<file path="config.mk">
export PLATFORM = sky130hd
export DESIGN_NAME = vl_ctrl
export DESIGN_NICKNAME = d
export VERILOG_FILES = /design/src/rtl/vl_ctrl.sv
export SDC_FILE = /design/constraint.sdc
export NUM_CORES = 1
export LEC_CHECK = 0
export CAP_MARGIN = 10
export CELL_PAD_IN_SITES_DETAIL_PLACEMENT = 0
export CELL_PAD_IN_SITES_GLOBAL_PLACEMENT = 1
export CORE_AREA = 2 2 77 79
export CTS_CLUSTER_SIZE = 40
export DETAILED_ROUTE_END_ITERATION = 6
export DIE_AREA = 0 0 79 81
export DONT_BUFFER_PORTS = 1
export HOLD_SLACK_MARGIN = 0.02
export MAX_ROUTING_LAYER = met4
export PLACE_DENSITY = 0.85
export SKIP_CTS_REPAIR_TIMING = 1
export SYNTH_ARGS = -nofsm -noshare
export SYNTH_HDL_FRONTEND = slang
export SYNTH_SLANG_ARGS = --single-unit
</file>
<file path="constraint.sdc">
create_clock -name clk -period 11.5 [get_ports clk]
set_input_delay 1.725 -clock clk [delete_from_list [all_inputs] [get_ports clk]]
set_output_delay 1.725 -clock clk [all_outputs]
set_load 0.005 [all_outputs]
</file>
<file path="src/rtl/vl_ctrl.sv">
module vl_ctrl #(
  parameter int XLEN = 32,
  localparam int FW = $clog2(XLEN)
) (
  input  logic            clk,
  input  logic            rst_n,
  input  logic            csr_we,
  input  logic [1:0]      csr_sel,
  input  logic [XLEN-1:0] csr_wdata,
  output logic [XLEN-1:0] csr_rdata,
  input  logic            req_valid,
  input  logic [XLEN-1:0] req_len,
  input  logic [4:0]      req_rd,
  input  logic            off_we,
  input  logic [FW-1:0]   off_dst,
  input  logic [FW-1:0]   off_src,
  output logic            wb_valid,
  output logic [4:0]      wb_rd,
  output logic [XLEN-1:0] wb_data
);

  localparam logic [1:0] SEL_MVL = 2'd0;
  localparam logic [1:0] SEL_VL  = 2'd1;
  localparam logic [1:0] SEL_ST  = 2'd2;
  localparam int         PADW    = XLEN - 4*FW;

  initial begin
    if (XLEN != 32 && XLEN != 64) $error("vl_ctrl: XLEN must be 32 or 64");
  end

  logic [FW-1:0] mvl_q, vl_q, dst_q, src_q;
  logic [FW-1:0] mvl_nxt, vl_base, vl_lim, len_enc, vl_nxt;
  logic [FW:0]   mvl_eff_nxt, mvl_eff;
  logic          wr_mvl, wr_st, req_take;

  assign wr_mvl   = csr_we && (csr_sel == SEL_MVL);
  assign wr_st    = csr_we && (csr_sel == SEL_ST);
  assign req_take = req_valid && (req_rd != 5'd0);

  assign mvl_nxt     = (wr_mvl || wr_st) ? csr_wdata[FW-1:0] : mvl_q;
  assign mvl_eff_nxt = {1'b0, mvl_nxt} + 1'b1;
  assign mvl_eff     = {1'b0, mvl_q} + 1'b1;

  always_comb begin
    if (req_len == '0)
      len_enc = '0;
    else if (req_len > {{(XLEN-FW-1){1'b0}}, mvl_eff_nxt})
      len_enc = mvl_nxt;
    else
      len_enc = FW'(req_len - 1'b1);
  end

  assign vl_base = wr_st ? csr_wdata[2*FW-1:FW] : vl_q;
  assign vl_lim  = (vl_base > mvl_nxt) ? mvl_nxt : vl_base;
  assign vl_nxt  = req_take ? len_enc : vl_lim;

  always_ff @(posedge clk) begin
    if (!rst_n) begin
      mvl_q    <= FW'(XLEN - 1);
      vl_q     <= '0;
      dst_q    <= '0;
      src_q    <= '0;
      wb_valid <= 1'b0;
      wb_rd    <= '0;
      wb_data  <= '0;
    end else begin
      mvl_q    <= mvl_nxt;
      vl_q     <= vl_nxt;
      wb_valid <= req_take;
      if (req_take) begin
        wb_rd   <= req_rd;
        wb_data <= XLEN'(len_enc) + 1'b1;
      end
      if (wr_st) begin
        dst_q <= csr_wdata[3*FW-1:2*FW];
        src_q <= csr_wdata[4*FW-1:3*FW];
      end else if (off_we) begin
        dst_q <= off_dst;
        src_q <= off_src;
      end
    end
  end

  always_comb begin
    case (csr_sel)
      SEL_MVL: csr_rdata = XLEN'(mvl_q);
      SEL_VL:  csr_rdata = XLEN'(vl_q) + 1'b1;
      SEL_ST:  csr_rdata = {{PADW{1'b0}}, src_q, dst_q, vl_q, mvl_q};
      default: csr_rdata = '0;
    endcase
  end

  AST_VL_WITHIN_MVL: assert property (@(posedge clk) disable iff (!rst_n)
    vl_q <= mvl_q);
  AST_X0_NO_WB: assert property (@(posedge clk) disable iff (!rst_n)
    (req_valid && req_rd == 5'd0) |=> !wb_valid);
  AST_X0_VL_HELD: assert property (@(posedge clk) disable iff (!rst_n)
    (req_valid && req_rd == 5'd0 && !csr_we) |=> $stable(vl_q));
  AST_WB_PULSE: assert property (@(posedge clk) disable iff (!rst_n)
    (req_valid && req_rd != 5'd0) |=> (wb_valid && wb_rd == $past(req_rd)));
  AST_WB_IDLE: assert property (@(posedge clk) disable iff (!rst_n)
    !req_valid |=> !wb_valid);
  AST_EXACT_LEN: assert property (@(posedge clk) disable iff (!rst_n)
    (req_valid && req_rd != 5'd0 && !csr_we && req_len != '0 &&
     req_len <= XLEN'(mvl_eff)) |=> (wb_data == $past(req_len)));
  AST_ZERO_LEN: assert property (@(posedge clk) disable iff (!rst_n)
    (req_valid && req_rd != 5'd0 && req_len == '0) |=> (wb_data == XLEN'(1)));

endmodule

</file>
==> qor.txt <==
Area post-placement -> 0.00242 mm²
Die H -> 81 µm
Num rows -> 28
Seq/Total Area, Yosys -> 0.254
DR vias/cell -> 5.12
Post-route cell area -> 0.00253 mm²
Synth top area share -> 0.254
Setup Skew -> 0.00408 ns
Post-Synth Adder-Cell Area -> 0.0695
Post-place setup slack -> 5.41 ns
Distinct cell type count after synthesis -> 50
Initial Util -> 0.444
TNS Setup -> 0 ns
Reg area -> 641 µm²
Final Hold Vio Count -> 0
Synth Area in XOR/XNOR -> 0.0347
CTS tree -> yes
CTS sink count -> 32
CTS Buffer Depth -> 2
Worst Hold Class -> register to register
Drt total wl -> 5400 µm
Dominant synthesized flop cell -> dfxtp_1
First-pass GRT wire length -> 8030 µm
Max-Cap Viols -> 0
Wire length on met2 -> 2510 µm
Total track usage -> 0.165
Synth Area per Inst -> 8.13 µm²
Antenna viol nets, final -> 0
Clock Latency Late Sink -> 0.28 ns
CTS Root Cell -> clkbuf_8
Vias in the first global route -> 1,633
Synth Warn # -> 0
EDFF count, synth -> 0
Critical Path End Type -> register
M1 wire length -> 2270 µm
Leakage -> 1.15 nW
Proportion of layout cells with a drive suffix above 1 -> 0.0752
Placed Instances -> 373
Wire length on met3 -> 502 µm
Initial antenna violation count -> 0
Post-synthesis compound-gate area fraction -> 0.176
Mapped Cells -> 310
Required time of the critical path -> 11.71 ns
Crit-path most repeated cell -> ha_1
Final cycle utilization of the critical path -> 0.502
ANT cells -> 0
Post-layout min period -> 5.77 ns
Simple-Gate Fraction of Synth Area -> 0.219
Most frequent cells in the layout -> 38 x nand2_1, 38 x conb_1, 32 x dfxtp_1, 20 x nor2_1
Top Ports -> 156
Drt wl/cell -> 14.2 µm
Setup ws final -> 5.73 ns
Clock Pin Slew Worst Setup and Hold Paths -> 0.07 ns
Cell area after synthesis -> 0.00252 mm²
Remaining DRCs -> 0
Worst setup SP type -> primary input
Final GP Congestion -> 0.846
Worst path max stage delay -> 0.65 ns
Yosys top cell by area -> dfxtp_1
DR vias -> 1,951
Total gr overflow -> 0
Nets -> 405
Largest net degree at the start of global routing -> 33
Mux share of post-synthesis cell area -> 0.0903
Fmax -> 173 MHz
I/O Buffers -> 0
Die width -> 79 µm
Filler cell count -> 625
HPWL after DPL -> 4220 µm
CTS buffer count -> 5
P per Cell Area -> 118 mW/mm²
Initial drt markers -> 68
Synthesized flop and latch total -> 32
H-tree levels -> 2
Highest Signal Layer -> met4
Largest family of logic cells by synthesized area -> simple AND/OR/NAND/NOR gates
Final Max Tran Viols -> 0
Unrepaired setup endpoints after global routing -> no
CP Data Arrival Time -> 5.98 ns
DRT Pass-1 Iters -> 4
Crit-path max FO -> 9
Peak supply drop -> 0.0000486 V
Top cells by area, synth -> dfxtp_1 25%, buf_4 11%, ha_1 6.9%
Crit path cell chain -> nor2b_1 > mux2i_1 > inv_1 > ha_1 > nand2_1 > xnor2_1 > ha_1 > a21o_2 > a211o_1 > a211o_1 > a31oi_4 > mux2_2 > nor2_1 > ha_1 > a21bo_2 > a31oi_1
Rel. slew slack -> 0.461
Tightest Pin Transition -> 0.806 ns
Final setup fails -> 0
Die ar. -> 0.00640 mm²
Crit Path Class -> primary input to register
Non-Filler Instances -> 381
Core area -> 0.00568 mm²
Multi-input logic area -> 0.00163 mm²
Slowest cell on crit path -> mux2i_1
Area Growth Syn to Fin -> 0.248%
Async SR Flop Fraction -> 0
Status -> complete, no violations
Hold_ws -> 0.486 ns
[final cells by class]
| type | instances | share of cell area |
|---|---|---|
| multi-input cells | 252 | 0.645 |
| flip-flops and latches | 32 | 0.253 |
| well taps | 75 | 0.0371 |
| clock buffers | 6 | 0.0287 |
| inverters | 13 | 0.0193 |
| clock inverters | 2 | 0.0139 |
| repair buffers | 1 | 0.00297 |
[per-layer routing]
metal  vias to the layer above  track usage
met5                         -            -
met4                         0       0.0621
met3                         9       0.0556
met2                        80        0.246
met1                       875        0.209
li1                        987            -
[critical path: cells and delay by family]
family,cells,cell delay (ns)
mux,2,1.04
compound gates,6,1.53
xor+xnor,1,0.14
simple gates,3,0.71
fa+ha+maj,3,0.72
buf+inv,1,0.10
[sequential cells by signal, summed over array words and instances, names as in the netlist]
name and count:
vl_q 5, dst_q 5, wb_data 6, wb_valid 1, src_q 5, mvl_q 5
wb_rd 5
[where the power goes]
part | total (mW) | internal (mW) | switching (mW)
sequential | 0.125 | 0.120 | 0.00597
clock | 0.106 | 0.0643 | 0.0419
combinational | 0.0665 | 0.0294 | 0.0371
total | 0.298 | 0.213 | 0.0850
[synthesized netlist by cell type (2+ instances only)]
| cell type | instances |
|---|---|
| nor2b_1 | 5 |
| nor3_1 | 6 |
| nand3_1 | 4 |
| buf_1 | 2 |
| o21a_1 | 5 |
| a21oi_1 | 6 |
| xor2_1 | 4 |
| xnor2_1 | 6 |
| o211a_1 | 10 |
| dfxtp_1 | 32 |
| or4_4 | 2 |
| o21ai_0 | 7 |
| nand4_1 | 5 |
| a211oi_1 | 3 |
| buf_4 | 38 |
| and2_1 | 16 |
| a31oi_1 | 2 |
| nor2_1 | 20 |
| o211ai_1 | 2 |
| mux2i_1 | 16 |
| ha_1 | 14 |
| o22ai_1 | 5 |
| a211o_1 | 2 |
| inv_1 | 13 |
| nor4_1 | 4 |
| mux2_2 | 6 |
| nand2_1 | 38 |
| a21boi_0 | 8 |
| clkbuf_1 | 8 |
[metrics by stage]
stage                     utilization  total power, mW
after detailed placement        0.426            0.194
after floorplan                     -            0.193
after global placement          0.426            0.192
after CTS                       0.445            0.302
after global routing            0.445            0.320
final                           0.445            0.298
[worst paths after layout]
kind / slack (ns) / depth (start not counted) / startpoint / end
worst min register to register: 0.49 / 2 / wb_rd[0] / wb_rd[0]
worst max-delay path: 5.73 / 16 / csr_we / wb_data[2]
worst min-delay path: 0.49 / 2 / wb_rd[0] / wb_rd[0]
worst max register to register: 7.47 / 17 / mvl_q[1] / wb_data[2]
[cells by family (layout without fill, tap and decap cells)]
kind of cell	Yosys count	count (layout)
and+or+nand+nor	110	110
adders and majority gates	14	14
xor gates and xnor gates	10	10
muxes	22	22
buffers and inverters	63	22
DFF	32	32
AOI/OAI and AO/OA	58	58
other	1	38
No activity file was read; power rests on OpenSTA's default activity.
